===== config.mk =====
export PLATFORM = sky130hd
export DESIGN_NAME = wp_guard
export DESIGN_NICKNAME = d
export VERILOG_FILES = /design/src/rtl/wp_guard_pkg.sv /design/src/rtl/wp_seq_tracker.sv /design/src/rtl/wp_page_window.sv /design/src/rtl/wp_prot_flag.sv /design/src/rtl/wp_guard.sv
export SDC_FILE = /design/constraint.sdc
export NUM_CORES = 1
export LEC_CHECK = 0
export ABC_CLOCK_PERIOD_IN_PS = 2000
export BUFFER_PORTS_ARGS = -buffer_cell sky130_fd_sc_hd__buf_2
export CORE_UTILIZATION = 30
export CTS_BUF_LIST = sky130_fd_sc_hd__clkbuf_16
export CTS_CLUSTER_SIZE = 10
export DETAILED_ROUTE_END_ITERATION = 7
export PLACE_DENSITY = 0.5
export SETUP_SLACK_MARGIN = 0.05
export SYNTH_ARGS = -nofsm -noshare
export SYNTH_HDL_FRONTEND = slang
export SYNTH_HIERARCHICAL = 1
export SYNTH_SLANG_ARGS = --single-unit

===== constraint.sdc =====
create_clock -name clk -period 2 [get_ports clk]
set_clock_uncertainty 0.2 [all_clocks]
set_input_delay 0 -clock clk [delete_from_list [all_inputs] [get_ports clk]]
set_output_delay 0 -clock clk [all_outputs]
set_load 0.01 [all_outputs]

===== src/rtl/wp_guard_pkg.sv =====
package wp_guard_pkg;

    localparam int CMP_W  = 15;
    localparam int BYTE_W = 8;

    localparam logic [CMP_W-1:0] ADDR_PRI = 15'h5555;
    localparam logic [CMP_W-1:0] ADDR_SEC = 15'h2AAA;

    localparam logic [BYTE_W-1:0] KEY_LEAD   = 8'hAA;
    localparam logic [BYTE_W-1:0] KEY_FOLLOW = 8'h55;
    localparam logic [BYTE_W-1:0] KEY_OPEN   = 8'hA0;
    localparam logic [BYTE_W-1:0] KEY_ERASE  = 8'h80;
    localparam logic [BYTE_W-1:0] KEY_OFF    = 8'h20;

    typedef enum logic [2:0] {
        SEQ_IDLE,
        SEQ_K1,
        SEQ_K2,
        SEQ_K3,
        SEQ_K4,
        SEQ_K5
    } seq_state_e;

    typedef struct packed {
        logic              valid;
        logic [CMP_W-1:0]  addr;
        logic [BYTE_W-1:0] data;
    } bus_wr_t;

    function automatic logic wr_is(bus_wr_t w, logic [CMP_W-1:0] a, logic [BYTE_W-1:0] d);
        return w.valid && (w.addr == a) && (w.data == d);
    endfunction

endpackage


===== src/rtl/wp_seq_tracker.sv =====
module wp_seq_tracker
    import wp_guard_pkg::*;
(
    input  logic    clk,
    input  logic    rst,
    input  bus_wr_t wr,
    input  logic    enable,
    input  logic    abort,
    output logic    cmd_step,
    output logic    unlock_hit,
    output logic    disable_hit
);

    seq_state_e state_q, state_d;

    always_comb begin
        state_d     = state_q;
        cmd_step    = 1'b0;
        unlock_hit  = 1'b0;
        disable_hit = 1'b0;
        if (abort) begin
            state_d = SEQ_IDLE;
        end else if (enable && wr.valid) begin
            state_d = SEQ_IDLE;
            case (state_q)
                SEQ_IDLE: if (wr_is(wr, ADDR_PRI, KEY_LEAD)) begin
                    cmd_step = 1'b1;
                    state_d  = SEQ_K1;
                end
                SEQ_K1: if (wr_is(wr, ADDR_SEC, KEY_FOLLOW)) begin
                    cmd_step = 1'b1;
                    state_d  = SEQ_K2;
                end
                SEQ_K2: if (wr_is(wr, ADDR_PRI, KEY_OPEN)) begin
                    cmd_step   = 1'b1;
                    unlock_hit = 1'b1;
                end else if (wr_is(wr, ADDR_PRI, KEY_ERASE)) begin
                    cmd_step = 1'b1;
                    state_d  = SEQ_K3;
                end
                SEQ_K3: if (wr_is(wr, ADDR_PRI, KEY_LEAD)) begin
                    cmd_step = 1'b1;
                    state_d  = SEQ_K4;
                end
                SEQ_K4: if (wr_is(wr, ADDR_SEC, KEY_FOLLOW)) begin
                    cmd_step = 1'b1;
                    state_d  = SEQ_K5;
                end
                SEQ_K5: if (wr_is(wr, ADDR_PRI, KEY_OFF)) begin
                    cmd_step    = 1'b1;
                    disable_hit = 1'b1;
                end
                default: state_d = SEQ_IDLE;
            endcase
        end
    end

    always_ff @(posedge clk) begin
        if (rst) state_q <= SEQ_IDLE;
        else     state_q <= state_d;
    end

    // an abort pulse mid-sequence leaves the tracker idle
    a_r12_abort_idles: assert property (@(posedge clk) disable iff (rst)
        (abort && state_q != SEQ_IDLE) |=> state_q == SEQ_IDLE);

    // a valid write that is not a command step ends any open sequence
    a_r7_mismatch_idles: assert property (@(posedge clk) disable iff (rst)
        (enable && wr.valid && !cmd_step) |=> state_q == SEQ_IDLE);

    // completing the unlock leaves a deeper step only from the second key
    a_r3_unlock_from_k2: assert property (@(posedge clk) disable iff (rst)
        unlock_hit |-> state_q == SEQ_K2);

endmodule


===== src/rtl/wp_page_window.sv =====
module wp_page_window #(
    parameter int PAGE_BYTES = 128
) (
    input  logic clk,
    input  logic rst,
    input  logic open_req,
    input  logic close_req,
    input  logic data_wr,
    output logic win_open,
    output logic room
);

    localparam int CNT_W = $clog2(PAGE_BYTES + 1);
    localparam logic [CNT_W-1:0] LIMIT = CNT_W'(PAGE_BYTES);

    logic [CNT_W-1:0] fill_q;

    assign room = (fill_q < LIMIT);

    always_ff @(posedge clk) begin
        if (rst || close_req) begin
            win_open <= 1'b0;
            fill_q   <= '0;
        end else if (open_req) begin
            win_open <= 1'b1;
            fill_q   <= '0;
        end else if (win_open && data_wr && room) begin
            fill_q <= fill_q + 1'b1;
        end
    end

    // the byte count never passes the page size
    a_r4_fill_bounded: assert property (@(posedge clk) disable iff (rst)
        fill_q <= LIMIT);

    // a close request always leaves the window shut
    a_r5_close_shuts: assert property (@(posedge clk) disable iff (rst)
        close_req |=> !win_open);

endmodule


===== src/rtl/wp_prot_flag.sv =====
module wp_prot_flag (
    input  logic clk,
    input  logic rst,
    input  logic factory_clr,
    input  logic set_req,
    input  logic disarm_req,
    input  logic commit,
    output logic prot_on
);

    logic pend_q;

    // nonvolatile model: only the factory clear touches it, never rst
    always_ff @(posedge clk) begin
        if (factory_clr)             prot_on <= 1'b0;
        else if (set_req)            prot_on <= 1'b1;
        else if (commit && pend_q)   prot_on <= 1'b0;
    end

    always_ff @(posedge clk) begin
        if (rst || factory_clr)  pend_q <= 1'b0;
        else if (set_req)        pend_q <= 1'b0;
        else if (disarm_req)     pend_q <= 1'b1;
        else if (commit)         pend_q <= 1'b0;
    end

    // protection only rises from an unlock command
    a_r3_rise_from_unlock: assert property (@(posedge clk) disable iff (rst)
        $rose(prot_on) |-> $past(set_req));

    // protection only falls on a commit after an armed disable, or a factory clear
    a_r8_fall_from_commit: assert property (@(posedge clk) disable iff (rst)
        $fell(prot_on) |-> ($past(factory_clr) || ($past(commit) && $past(pend_q))));

endmodule


===== src/rtl/wp_guard.sv =====
module wp_guard
    import wp_guard_pkg::*;
#(
    parameter int ADDR_W     = 16,
    parameter int PAGE_BYTES = 128
) (
    input  logic              clk,
    input  logic              rst,
    input  logic              factory_clr,
    input  logic              wr_valid,
    input  logic [ADDR_W-1:0] wr_addr,
    input  logic [7:0]        wr_data,
    input  logic              load_closed,
    output logic              wr_permit,
    output logic              prot_on,
    output logic              win_open
);

    bus_wr_t wr_bus;
    logic    cmd_step, unlock_hit, disable_hit, room;
    logic    seq_rst;

    assign seq_rst = rst || factory_clr;
    assign wr_bus  = '{valid: wr_valid, addr: wr_addr[CMP_W-1:0], data: wr_data};

    generate
        if (ADDR_W > CMP_W) begin : g_hi
            logic unused_addr_hi;
            assign unused_addr_hi = ^wr_addr[ADDR_W-1:CMP_W];
        end
    endgenerate

    wp_seq_tracker u_seq (
        .clk         (clk),
        .rst         (seq_rst),
        .wr          (wr_bus),
        .enable      (!win_open),
        .abort       (load_closed),
        .cmd_step    (cmd_step),
        .unlock_hit  (unlock_hit),
        .disable_hit (disable_hit)
    );

    wp_page_window #(.PAGE_BYTES(PAGE_BYTES)) u_win (
        .clk       (clk),
        .rst       (seq_rst),
        .open_req  (unlock_hit),
        .close_req (load_closed),
        .data_wr   (wr_valid),
        .win_open  (win_open),
        .room      (room)
    );

    wp_prot_flag u_prot (
        .clk         (clk),
        .rst         (rst),
        .factory_clr (factory_clr),
        .set_req     (unlock_hit),
        .disarm_req  (disable_hit),
        .commit      (load_closed),
        .prot_on     (prot_on)
    );

    assign wr_permit = wr_valid && !cmd_step && (!prot_on || (win_open && room));

    // an open window implies protection is on
    a_r5_win_needs_prot: assert property (@(posedge clk) disable iff (seq_rst)
        win_open |-> prot_on);

    // protected with the window shut, nothing reaches the array
    a_r6_locked_refuses: assert property (@(posedge clk) disable iff (seq_rst)
        (prot_on && !win_open) |-> !wr_permit);

    // a soft reset alone never moves the protection flag
    a_r11_rst_keeps_flag: assert property (@(posedge clk)
        ($past(rst) && !$past(factory_clr) && !$past(unlock_hit) && !$past(load_closed))
            |-> prot_on == $past(prot_on));

endmodule


**Word level (Yosys, flattened, before mapping)**

Cells that the tools add are included.

- Memories: 0
- Input port bits: 29
- Output and inout bits: 3
- Memory bits (writable): 0
- Register bits: 14
- Latch bits: 0
- Bits in read-only memories: 0

- Multiply operators: 0
- Mux-type cells: 26
- Div/mod/pow operators: 0
- Shift operators: 0
- $add $sub $neg: 1
- $lt $le $gt $ge: 1
- Reductions and logical operators: 28
- Bitwise gates (word level): 0
- Eq/ne operators: 12

Operator list:

| kind | number |
|---|---|
| 8-bit == test, second input constant | 3 |
| 1-bit two-way mux | 19 |
| 15-bit by 14-bit == test with 1-bit output, second input constant | 1 |
| 15-bit == test, second input constant | 1 |
| 3-bit case mux with 5 select lines | 1 |
| 1-bit logical AND | 14 |
| 2-bit OR reduction | 5 |
| 3-bit two-way mux | 3 |
| 8-bit by 1-bit adder with 8-bit output, second input constant | 1 |
| 8-bit by 6-bit == test with 1-bit output, second input constant | 1 |
| 8-bit by 7-bit == test with 1-bit output, second input constant | 1 |
| 8-bit < comparator, second input constant | 1 |
| 3-bit by 2-bit == test with 1-bit output, second input constant | 2 |
| 3-bit == test, second input constant | 2 |
| 2-bit two-way mux | 2 |
| 1-bit case mux with 4 select lines | 1 |
| 2-bit nonzero test | 2 |
| 3-bit by 1-bit == test with 1-bit output, second input constant | 1 |
| 1-bit zero test | 3 |
| 3-bit zero test | 1 |
| 1-bit logical OR | 3 |

**Logic depth before layout (Yosys ltp)**

Gate-level depths: netlist of the first run.

- Depth in word-level cells: 11
- Depth in mapped cells: 7

**Cells and area by module**

The synthesis of the first run kept the hierarchy.

Modules (own cells, without submodules):

| module | area an instance (um^2) | cells an instance | instances |
|---|---|---|---|
| wp_seq_tracker | 420.4 | 53 | 1 |
| wp_page_window | 392.9 | 43 | 1 |
| wp_prot_flag | 81.3 | 8 | 1 |
| wp_guard | 28.8 | 5 | 1 |

**Least setup slack after synthesis of the first run**

OpenSTA, ideal clock, no wires.

- Kind: flip-flop to flip-flop
- Start: reg u_win.win_open
- End: reg u_win.fill_q[3]
- Stages on the path, launching flop included: 8
- Data required time: 1.730 ns
- Clock period less this slack: 1.833 ns
- Path buffers: 1
- Data arrival time: 1.563 ns
- Path slack: 0.167 ns
- Library setup time: 0.070 ns
- Cell sequence: dfxtp_1 -> inv_1 -> nand3b_1 -> inv_1 -> and3_1 -> or3_1 -> clkbuf_1 -> a21oi_1

- Longest elaborated chain between the ends: 5
- Elaborated cells on any way between the ends: 7

Ends and longest elaborated chain:

| element | line | RTL |
|---|---|---|
| start, declared | wp_page_window.sv:9 | `output logic win_open,` |
| start signal, assigned | wp_page_window.sv:22 | `win_open <= 1'b0;` |
| start signal, assigned | wp_page_window.sv:25 | `win_open <= 1'b1;` |
| 1-bit zero test | wp_guard.sv:37 | `.enable (!win_open),` |
| 1-bit logical AND | wp_seq_tracker.sv:23 | `end else if (enable && wr.valid) begin` |
| 1-bit two-way mux | wp_seq_tracker.sv:23 |  |
| 1-bit two-way mux | wp_seq_tracker.sv:21 | `if (abort) begin` |
| net unlock_hit | wp_guard.sv:20 | `logic cmd_step, unlock_hit, disable_hit, room;` |
| 2-bit OR reduction (no line) | -- |  |
| end signal, assigned | wp_page_window.sv:28 | `fill_q <= fill_q + 1'b1;` |
| end, declared | wp_page_window.sv:16 | `logic [CNT_W-1:0] fill_q;` |

The timed path passes the listed nets, and every way through them passes these cells.
A chain may end at the register's enable or synchronous reset.

**Worst setup path in the final report of the first run**

- Start: reg u_seq.state_q[0]
- End: out wr_permit

- Longest elaborated chain between the ends: 8
- Elaborated cells on any way between the ends: 14

Ends and longest elaborated chain:

| element | line | RTL |
|---|---|---|
| start, declared | wp_seq_tracker.sv:14 | `seq_state_e state_q, state_d;` |
| start signal, assigned | wp_seq_tracker.sv:60 | `else state_q <= state_d;` |
| 3-bit by 1-bit == test with 1-bit output (tied with other cells) | wp_seq_tracker.sv:25 | `case (state_q)` |
| 2-bit OR reduction (no line) | -- |  |
| 1-bit case mux with 4 select lines * | wp_seq_tracker.sv:25 |  |
| 1-bit two-way mux * | wp_seq_tracker.sv:23 |  |
| 1-bit two-way mux * | wp_seq_tracker.sv:21 |  |
| net cmd_step | wp_guard.sv:20 |  |
| 1-bit zero test * | wp_guard.sv:64 | `assign wr_permit = wr_valid && !cmd_step && (!prot_on \|\| (win_open && room));` |
| 1-bit logical AND * (2 in series) | wp_guard.sv:64 |  |
| end, declared | wp_guard.sv:14 | `output logic wr_permit,` |

The timed path passes the listed nets; every way through them passes the cells marked *.

==> key figures, run 1 <==
Outcome
  – Status: finished with violations
  – Failing checks: DRC

Routing
  – Iter 0 DRT Violations: between 40 and 50
  – Post-Route WL: ~2500 microns
  – DR pass1 iterations: 6
  – DRC Markers: 5
  – Vias per cell: around 5.4
  – DR WL/cell: about 13 microns
  – Antenna viol nets, final: 0
  – Vias: 1018

Logic synthesis
  – Post-synthesis cell area: 923 sq um
  – Post-synth EDFFs: 0
  – Synth cell types: 37
  – Seq/Total Area, Yosys: 0.304
  – Post-synthesis async set-or-reset flop share: 0
  – Synthesized area per cell: 8.47 sq um
  – Ys flop type: dfxtp_1
  – Syn nets: 139
  – Synthesized instance count: about 110
  – #FFs+latches synth: 14
  – Synth warn: 6

STA
  – Final Max Slew Viols: 0
  – Minimum clock period: 1960 ps
  – Setup repair after global routing missed its margin: true
  – Final setup violation count: 0
  – Setup WS post-layout: 43.2 ps
  – Least-Margin Pin Slew: 410 ps
  – Fmax: around 510 MHz
  – Hold Slack: 67.8 ps
  – Worst rel slew slack: 0.725
  – Final hold vios: 0
  – Fin crit share: 0.978

GRT
  – Antenna violations before repair: 0
  – Gr usage total: 0.158
  – First-pass GRT wire length: approximately 4000 microns
  – Number of global-route vias before repair: between 900 and 1000
  – Largest net degree at the start of global routing: 9
  – Overflow after GRT: 0

Power and ir drop
  – PwrDens: between 500 and 600 nW/um^2
  – Leak pwr: 0.572 nW
  – IR drop worst, VDD: roughly 0.28 mV
  – Power consumption: around 0.73 mW

Setup path
  – CP endpoint kind: output pin
  – CP Data Required Time: roughly 1800 ps
  – Crit path DAT: around 1800 ps
  – Worst setup SP type: flip-flop
  – Worst Setup Path Type: reg2out
  – Worst-path fanout max: 5

Worst hold path
  – Hold Crit Class: in2reg

Clock tree
  – Max H-tree Level: 1
  – CTS tree: yes
  – Clk Latency, worst-skew pair: 240 ps
  – CTS clk-pin slew, worst paths: around 40 ps
  – Clk sinks: 14
  – TritonCTS Buffers: 3
  – Clk buf depth: 2
  – Clock Tree Root: clkbuf_16

Final layout
  – Fill count: 281
  – Most frequent cells in the layout: buf_2 (30), dfxtp_1 (11), buf_4 (9)
  – Share of post-route cells with drive strength above 1: 0.410
  – Finished Layout Cells: between 150 and 200
  – Area of the multi-input gates: 687 sq um
  – N_diodes: 0
  – Seq. cell area: around 290 sq um
  – Syn-to-layout area delta: 49.6%
  – Commonest non-fill, non-tap cell in the layout: buf_2
  – # nets final: about 190

Place
  – Setup WS pre-CTS: about 120 ps
  – Gpl congestion: 0.827
  – DP HPWL: between 1500 and 2000 microns
  – Placed insts: ~170
  – # port buffers: 30

Die
  – Die area: approximately 3300 sq um
  – Core Rows: 19
  – Starting Density: 0.326
  – Die height: ~57 microns
  – Chip width: ~57 microns
  – Core area: 2830 sq um
  – # IOs: 32

Job
  – Max cap viols: 0
==> per-layer routing <==
| layer | wire length [microns] | vias up | track usage |
|---|---|---|---|
| li1 | - | 518 | - |
| met2 | 1100 | 38 | 0.261 |
| met4 | 42 | 0 | 0.0732 |
| met3 | 158 | 6 | 0.0227 |
| met1 | 1170 | 456 | 0.203 |
| met5 | 0 | - | 0 |
==> registers in the layout, summed over array words and instances (netlist names) <==
name,cells
u_win/fill_q,8
u_seq/state_q,3
u_prot/prot_on,1
u_win/win_open,1
u_prot/pend_q,1
==> final cells by class <==
type	instances	share of cell area
repair buffers	44	0.195
flip-flops and latches	14	0.209
well taps	31	0.0281
inverters	5	0.0136
clock buffers	3	0.0543
multi-input cells	89	0.497
clock inverters	1	0.00272
==> cells by family after synthesis <==
group                      share of synthesized area
buffers and inverters                         0.0244
adders and majority gates                     0.0135
DFF                                            0.304
and+or+nand+nor                                0.495
muxes                                         0.0108
AOI/OAI and AO/OA                              0.134
xor gates and xnor gates                      0.0190
==> final timing paths <==
| path | depth (start not counted) | slack, ps | startpoint | to |
|---|---|---|---|---|
| worst min-delay path | 5 | 70 | wr_data[1] | u_seq/state_q[1] |
| worst min register to register | 1 | 270 | u_prot/pend_q | u_prot/prot_on |
| worst max register to register | 10 | 130 | u_seq/state_q[1] | u_seq/state_q[1] |
| worst max-delay path | 7 | 40 | u_seq/state_q[0] | wr_permit |
==> cells in the mapped netlist, types with 2 or more instances <==
cell type  count  area (sq um)
a21oi_1        5          25.0
and3_1         2          12.5
and4b_1        2          20.0
and4bb_1       3          37.5
and4bb_2       2          25.0
dfxtp_1       14           280
inv_1          5          18.8
nand2_1        8          30.0
nand3_1        5          25.0
nand3b_1       2          15.0
nand4_1        4          25.0
nand4b_1       3          26.3
nor2_1         7          26.3
nor2b_1        2          12.5
nor3_1         9          45.0
nor4_1         3          18.8
o21ai_0        6          30.0
or2_1          2          12.5
or3_1          5          31.3
or4_1          2          15.0
xor2_1         2          17.5
==> worst max-delay path: stages (launching register included) <==
cell and delay (ps):
dfxtp_2 340, or3_4 360, nor3_4 200, nor4_2 80
a221oi_2 210, nand2b_4 160, a21oi_2 30, buf_2 140
==> through the flow <==
| step | setup TNS, ps | util | area [sq um] |
|---|---|---|---|
| floorplan | 0 | - | 923 |
| global placement | 0 | 0.400 | 1130 |
| detailed placement | 0 | 0.400 | 1130 |
| CTS | 0 | 0.479 | 1360 |
| global route | -46.9 | 0.488 | 1380 |
| finish | 0 | 0.488 | 1380 |
==> power breakdown <==
part / switching, mW / total [mW] / internal (mW)
sequential: 0.000000000369 / 0.277 / 0.277
clock: 0.113 / 0.378 / 0.264
combinational: 0.0364 / 0.0763 / 0.0399
total: 0.150 / 0.731 / 0.581
==> timing repair <==
action	4_1_cts	5_1_grt
buffers inserted	7	0
gates resized for setup	14	5
endpoints found under the setup margin	1	2
hold endpoints to repair	5	1
pin swaps	9	1
hold buffers	3	1
No activity file was read; power rests on OpenSTA's default activity.
==> run 2, diff against run 1 <==
- BUFFER_PORTS_ARGS: -buffer_cell sky130_fd_sc_hd__buf_2 -> default
- CTS_BUF_LIST: sky130_fd_sc_hd__clkbuf_16 -> default
- DONT_BUFFER_PORTS: default -> 1
- PLACE_DENSITY: 0.5 -> 0.42
==> run 2 against run 1 <==
The flow finishes with violations (DRC, hold timing). Design area shrank 8.7%. Non-clock buffer count shrank 23. Clock power shrank 58%. Total power shrank 34%. Setup slack gained 31 ps. Critical path type unchanged. Largest power group is now registers. Highest routed layer unchanged.
==> key figures, run 2 (same netlist as run 1, synthesis figures left out) <==
Outcome
  – Status: finished with violations
  – Failing checks: DRC, hold timing

Final layout
  – Commonest non-fill, non-tap cell in the layout: buf_4
  – Finished Layout Cells: 163 (-13%)
  – N_diodes: 0 (unchanged)
  – Register with the most flip-flops: u_win/fill_q
  – # nets final: 164 (-12%)
  – Most frequent cells in the layout: buf_4 (13), dfxtp_1 (10), nand2_1 (8), dlygate4sd3_1 (8)
  – Largest registers: u_win/fill_q: 8 flops, u_seq/state_q: 3 flops
  – Share of post-route cells with drive strength above 1: 0.311 (-0.0997)
  – Max reg flops: 8 (unchanged)
  – Syn-to-layout area delta: 36.6%

STA
  – Hold Slack: -233 ps (-301 ps)
  – Fmax: 519 MHz (+1.6%)
  – Worst rel slew slack: 0.680 (-0.0448)
  – Post-route setup TNS: 0 ps (unchanged)
  – Final setup violation count: 0 (unchanged)
  – Setup repair after global routing missed its margin: true
  – Fin crit share: 0.963 (-0.0156)
  – Final hold vios: 8 (+8)
  – Minimum clock period: 1930 ps (-31.2 ps)
  – Least-Margin Pin Slew: 477 ps (+67.5 ps)
  – Setup WS post-layout: 74.5 ps (+31.2 ps)
  – Final Max Slew Viols: 0 (unchanged)

Routing
  – Iter 0 DRT Violations: 42 (-14%)
  – Post-Route WL: 2530 microns (+2.3%)
  – DRC Markers: 7 (+2)
  – Antenna viol nets, final: 0 (unchanged)
  – Vias per cell: 5.80 (+6.5%)
  – DR WL/cell: 15.5 microns (+17%)
  – Vias: 945 (-7.2%)
  – DR pass1 iterations: 6 (unchanged)

Die
  – Core area: 2830 sq um (unchanged)
  – Die height: 57.5 microns (unchanged)
  – Die area: 3300 sq um (unchanged)
  – Starting Density: 0.326 (unchanged)
  – Core Rows: 19 (unchanged)
  – Chip width: 57.5 microns (unchanged)
  – # IOs: 32 (unchanged)

Place
  – Setup WS pre-CTS: 168 ps (+51.2 ps)
  – Gpl congestion: 0.823 (-0.56%)
  – # port buffers: 0 (-100%)
  – Placed insts: 144 (-16%)
  – DP HPWL: 1720 microns (-1.5%)

Setup path
  – Crit path DAT: 1730 ps (-30 ps)
  – R2R depth: 5 (-5)
  – Worst setup SP type: flip-flop
  – Worst Setup Path Type: reg2out
  – CP Data Required Time: 1800 ps (about the same)
  – CP endpoint kind: output pin
  – Worst-path fanout max: 2 (-3)

Power and ir drop
  – Power consumption: 0.481 mW (-34%)
  – Leak pwr: 0.461 nW (-20%)
  – PwrDens: 382 nW/um^2 (-28%)
  – IR drop worst, VDD: 0.293 mV (+5.5%)

Clock tree
  – Clk buf depth: 2 (unchanged)
  – Clk sinks: 14 (unchanged)
  – CTS clk-pin slew, worst paths: 90 ps (+50 ps)
  – Clock Tree Root: clkbuf_4
  – CTS tree: yes
  – Clk Latency, worst-skew pair: 280 ps (+40 ps)
  – Hold buffers post-CTS: 8 (+5)
  – Max H-tree Level: 1 (unchanged)
  – TritonCTS Buffers: 3 (unchanged)

Worst hold path
  – Hold Crit Class: in2reg
  – Hold Crit Depth: 3 (-2)

GRT
  – Number of global-route vias before repair: 983 (+4.5%)
  – Gr usage total: 0.163 (+0.00529)
  – First-pass GRT wire length: 4130 microns (+2.4%)
  – Largest net degree at the start of global routing: 9 (unchanged)
  – Overflow after GRT: 0 (unchanged)
  – Antenna violations before repair: 0 (unchanged)

Job
  – Max cap viols: 0 (unchanged)
run 2: critical path, stage by stage (launching register included):
cell and delay, ps:
dfxtp_1 320, or3_4 410, nor3_4 210, nor4_2 80, a221oi_2 210, nand2b_4 160
a21oi_2 50
run 2: stage by stage:
| step | utilization | hold WS, ps | instance area, sq um |
|---|---|---|---|
| 4_1_cts | 0.418 | -245 | 1180 |
| 3_5_place_dp | 0.352 | -123 | 996 |
| 3_3_place_gp | 0.352 | -122 | 996 |
| 5_1_grt | 0.446 | -244 | 1260 |
| 6_report | 0.446 | -233 | 1260 |
| 2_1_floorplan | - | -124 | 923 |
run 2: layout make-up:
class	count	area, sq um
fillers	307	1570
multi-input cells	89	718
flip-flops and latches	14	285
repair buffers	21	178
well taps	31	38.8
clock buffers	3	22.5
inverters	5	18.8
run 2: metal layers:
| layer | track usage | share of wire | vias to the layer above |
|---|---|---|---|
| met1 | 0.189 | 0.43 | 435 |
| met5 | 0 | 0 | - |
| met2 | 0.281 | 0.48 | 38 |
| met4 | 0.0801 | 0.014 | 0 |
| met3 | 0.0385 | 0.081 | 4 |
| li1 | - | - | 468 |
run 2: timing repair:
action,CTS,global route
gates resized for setup,11,10
setup endpoints to repair,1,6
hold endpoints to repair,15,8
pin swaps,8,5
setup buffers,4,4
run 2: path summary, 6_finish.rpt:
path / startpoint / endpoint / slack [ps]
hold / removal: wr_valid / u_seq/state_q[1] / -230
setup / recovery: u_seq/state_q[0] / wr_permit / 70
setup reg to reg: u_seq/state_q[2] / u_prot/pend_q / 120
hold reg to reg: u_prot/pend_q / u_prot/prot_on / 270
run 2: where the power goes:
| part | switching, mW | internal (mW) | leakage, nW | total (mW) |
|---|---|---|---|---|
| logic | 0.0197 | 0.0229 | 0.332 | 0.0426 |
| registers | 0.000000000115 | 0.278 | 0.115 | 0.278 |
| clock network | 0.0906 | 0.0699 | 0.0138 | 0.160 |
==> run 3, diff against run 2 <==
- ABC_CLOCK_PERIOD_IN_PS: 2000 -> 2250
- clock period: 2 -> 2.25 ns (I/O delays scaled with it)
==> run 3 against run 2 <==
The run ends with DRC left. Via count decreased by 3.5%. Hold slack improved by 260 ps. Clock-buffer cell count is the same. Combinational power is 5.4% lower. Wire length is 3.6% lower. Total power down 9.9%. Clock power shrank 9%. Die area unchanged. Final cell count down 2.5%. Core utilization shrank 3.4 points. Critical endpoint is now u_win/fill_q[2]. Largest power group unchanged. Highest routed layer unchanged.
==> key figures, run 3 (same netlist as run 1, synthesis figures left out) <==
GRT
  – Antenna violations before repair: 0 (unchanged)
  – Largest net degree at the start of global routing: 9 (unchanged)
  – First-pass GRT wire length: 4020 microns (-2.7%)
  – Number of global-route vias before repair: 931 (-5.3%)
  – Overflow after GRT: 0 (unchanged)
  – Gr usage total: 0.158 (-0.00521)

Worst hold path
  – Hold Crit Class: in2reg
  – Hold Crit Depth: 5 (+2)

Place
  – Placed insts: 141 (-2.1%)
  – Gpl congestion: 0.808 (-1.8%)
  – Area post-placement: 973 sq um (-2.3%)
  – # port buffers: 0 (unchanged)
  – DP HPWL: 1710 microns (-0.72%)
  – Setup WS pre-CTS: 270 ps (+102 ps)

Power and ir drop
  – PwrDens: 373 nW/um^2 (-2.3%)
  – Comb pwr share: 0.093 (+0.005)
  – Sw Share: 0.236 (+0.00698)
  – Power Internal: 0.331 mW (-11%)
  – Leak pwr: 0.388 nW (-16%)
  – IR drop worst, VDD: 0.203 mV (-31%)
  – Clock Power Share: 0.337 (+0.004)
  – Switching power: 0.102 mW (-7.1%)
  – Sequential share of power: 0.570 (-0.008)

STA
  – Fmax: ~460 MHz
  – Setup WS post-layout: 79.2 ps (+4.74 ps)
  – Minimum clock period: between 2000 and 2500 ps
  – Worst rel slew slack: 0.673 (-0.00738)
  – Least-Margin Pin Slew: 488 ps (+11.0 ps)
  – Post-route setup TNS: 0 ps (unchanged)
  – Final Max Slew Viols: 0 (unchanged)
  – Final setup violation count: 0 (unchanged)
  – Fin crit share: 0.965
  – Final hold vios: 0 (-8)
  – Setup repair after global routing missed its margin: true

Setup path
  – CP Data Required Time: 2210 ps (+410 ps)
  – Worst setup SP type: primary input
  – Worst-path fanout max: 8 (+6)
  – R2R depth: 5 (unchanged)
  – CP endpoint kind: flip-flop
  – Reg2Reg Setup Slack: 100 ps (-20 ps)
  – Worst Setup Path Type: in2reg
  – Crit path DAT: 2130 ps (+400 ps)

Clock tree
  – Clk Latency, worst-skew pair: 280 ps (about the same)
  – Number of buffers added for setup after CTS: 0 (-4)
  – Clock Tree Root: clkbuf_4
  – Max H-tree Level: 1 (unchanged)
  – CTS clk-pin slew, worst paths: 90 ps (about the same)
  – CTS tree: yes
  – Clk buf depth: 2 (unchanged)
  – Clk sinks: 14 (unchanged)
  – TritonCTS Buffers: 3 (unchanged)

Routing
  – Iter 0 DRT Violations: 47 (+12%)
  – Vias per cell: 5.74 (-1.1%)
  – DR WL/cell: 15.3 microns (-1.2%)
  – Antenna viol nets, final: 0 (unchanged)
  – DRC Markers: 6 (-1)
  – DR pass1 iterations: 6 (unchanged)
  – Post-Route WL: 2430 microns (-3.6%)
  – Vias: 912 (-3.5%)

Die
  – Die area: 3300 sq um (unchanged)
  – Starting Density: 0.326 (unchanged)
  – Chip width: 57.5 microns (unchanged)
  – Core Rows: 19 (unchanged)
  – # IOs: 32 (unchanged)
  – Core area: 2830 sq um (unchanged)
  – Die height: 57.5 microns (unchanged)

Final layout
  – Share of post-route cells with drive strength above 1: 0.133 (-0.178)
  – Max reg flops: 8 (unchanged)
  – Fin util: 0.411 (-0.0345)
  – Commonest non-fill, non-tap cell in the layout: dlygate4sd3_1
  – Finished Layout Cells: 159 (-2.5%)
  – Final Instance Area: 1160 sq um (-7.7%)
  – Register with the most flip-flops: u_win/fill_q
  – # nets final: 160 (-2.4%)
  – Largest registers: u_win/fill_q: 8 flops, u_seq/state_q: 3 flops
  – Syn-to-layout area delta: 26.0%
  – N_diodes: 0 (unchanged)
  – Most frequent cells in the layout: dlygate4sd3_1 (15), dfxtp_1 (14), nand2_1 (8), nor3_1 (8), nor2_1 (7)

Job
  – Max cap viols: 0 (unchanged)

Outcome
  – Failing checks: DRC
  – Status: finished with violations
run 3: layout make-up:
cell class,instances,area [sq um]
sequential,14,280
tap,31,38.8
fill,294,1670
inverter,5,18.8
multi-input combinational,89,638
clock buffer,3,22.5
timing repair buffer,17,165
run 3: repair_timing:
item / 4_1_cts / 5_1_grt
setup endpoints to repair: 0 / 2
hold buffers: 15 / 0
endpoints found under the hold margin: 15 / 0
gates resized for setup: 0 / 3
run 3: layer usage:
metal,vias to the layer above,wire [microns],track usage
met5,-,0,0
met4,0,17,0.0732
met2,41,1050,0.236
met3,2,200,0.0317
li1,460,-,-
met1,409,1160,0.219
run 3: through the flow:
step / hold slack, ps / power (mW)
2_1_floorplan: -124 / 0.272
4_1_cts: 23.6 / 0.438
3_5_place_dp: -123 / 0.275
6_report: 29.4 / 0.434
3_3_place_gp: -122 / 0.275
5_1_grt: 99.4 / 0.459
run 3: power groups by stage:
| stage | clock network (mW) | registers (mW) | logic (mW) |
|---|---|---|---|
| after floorplan | 0 | 0.253 | 0.0187 |
| after global placement | 0 | 0.253 | 0.0217 |
| after detailed placement | 0 | 0.253 | 0.0216 |
| after CTS | 0.151 | 0.248 | 0.0395 |
| after global routing | 0.168 | 0.248 | 0.0434 |
| final | 0.146 | 0.248 | 0.0403 |
run 3: final timing paths:
check | start | to
setup / recovery | wr_data[6] | u_win/fill_q[2]
hold / removal | wr_data[3] | u_seq/state_q[1]
setup reg to reg | u_seq/state_q[0] | u_win/fill_q[2]
hold reg to reg | u_prot/pend_q | u_prot/prot_on
run 3: critical path, cell delays in order:
cell and delay (ps):
dlygate4sd3_1 570, nor4_4 220, nand4b_1 210, nor3_1 400, and3_1 310, or3_1 330, nor2_1 90
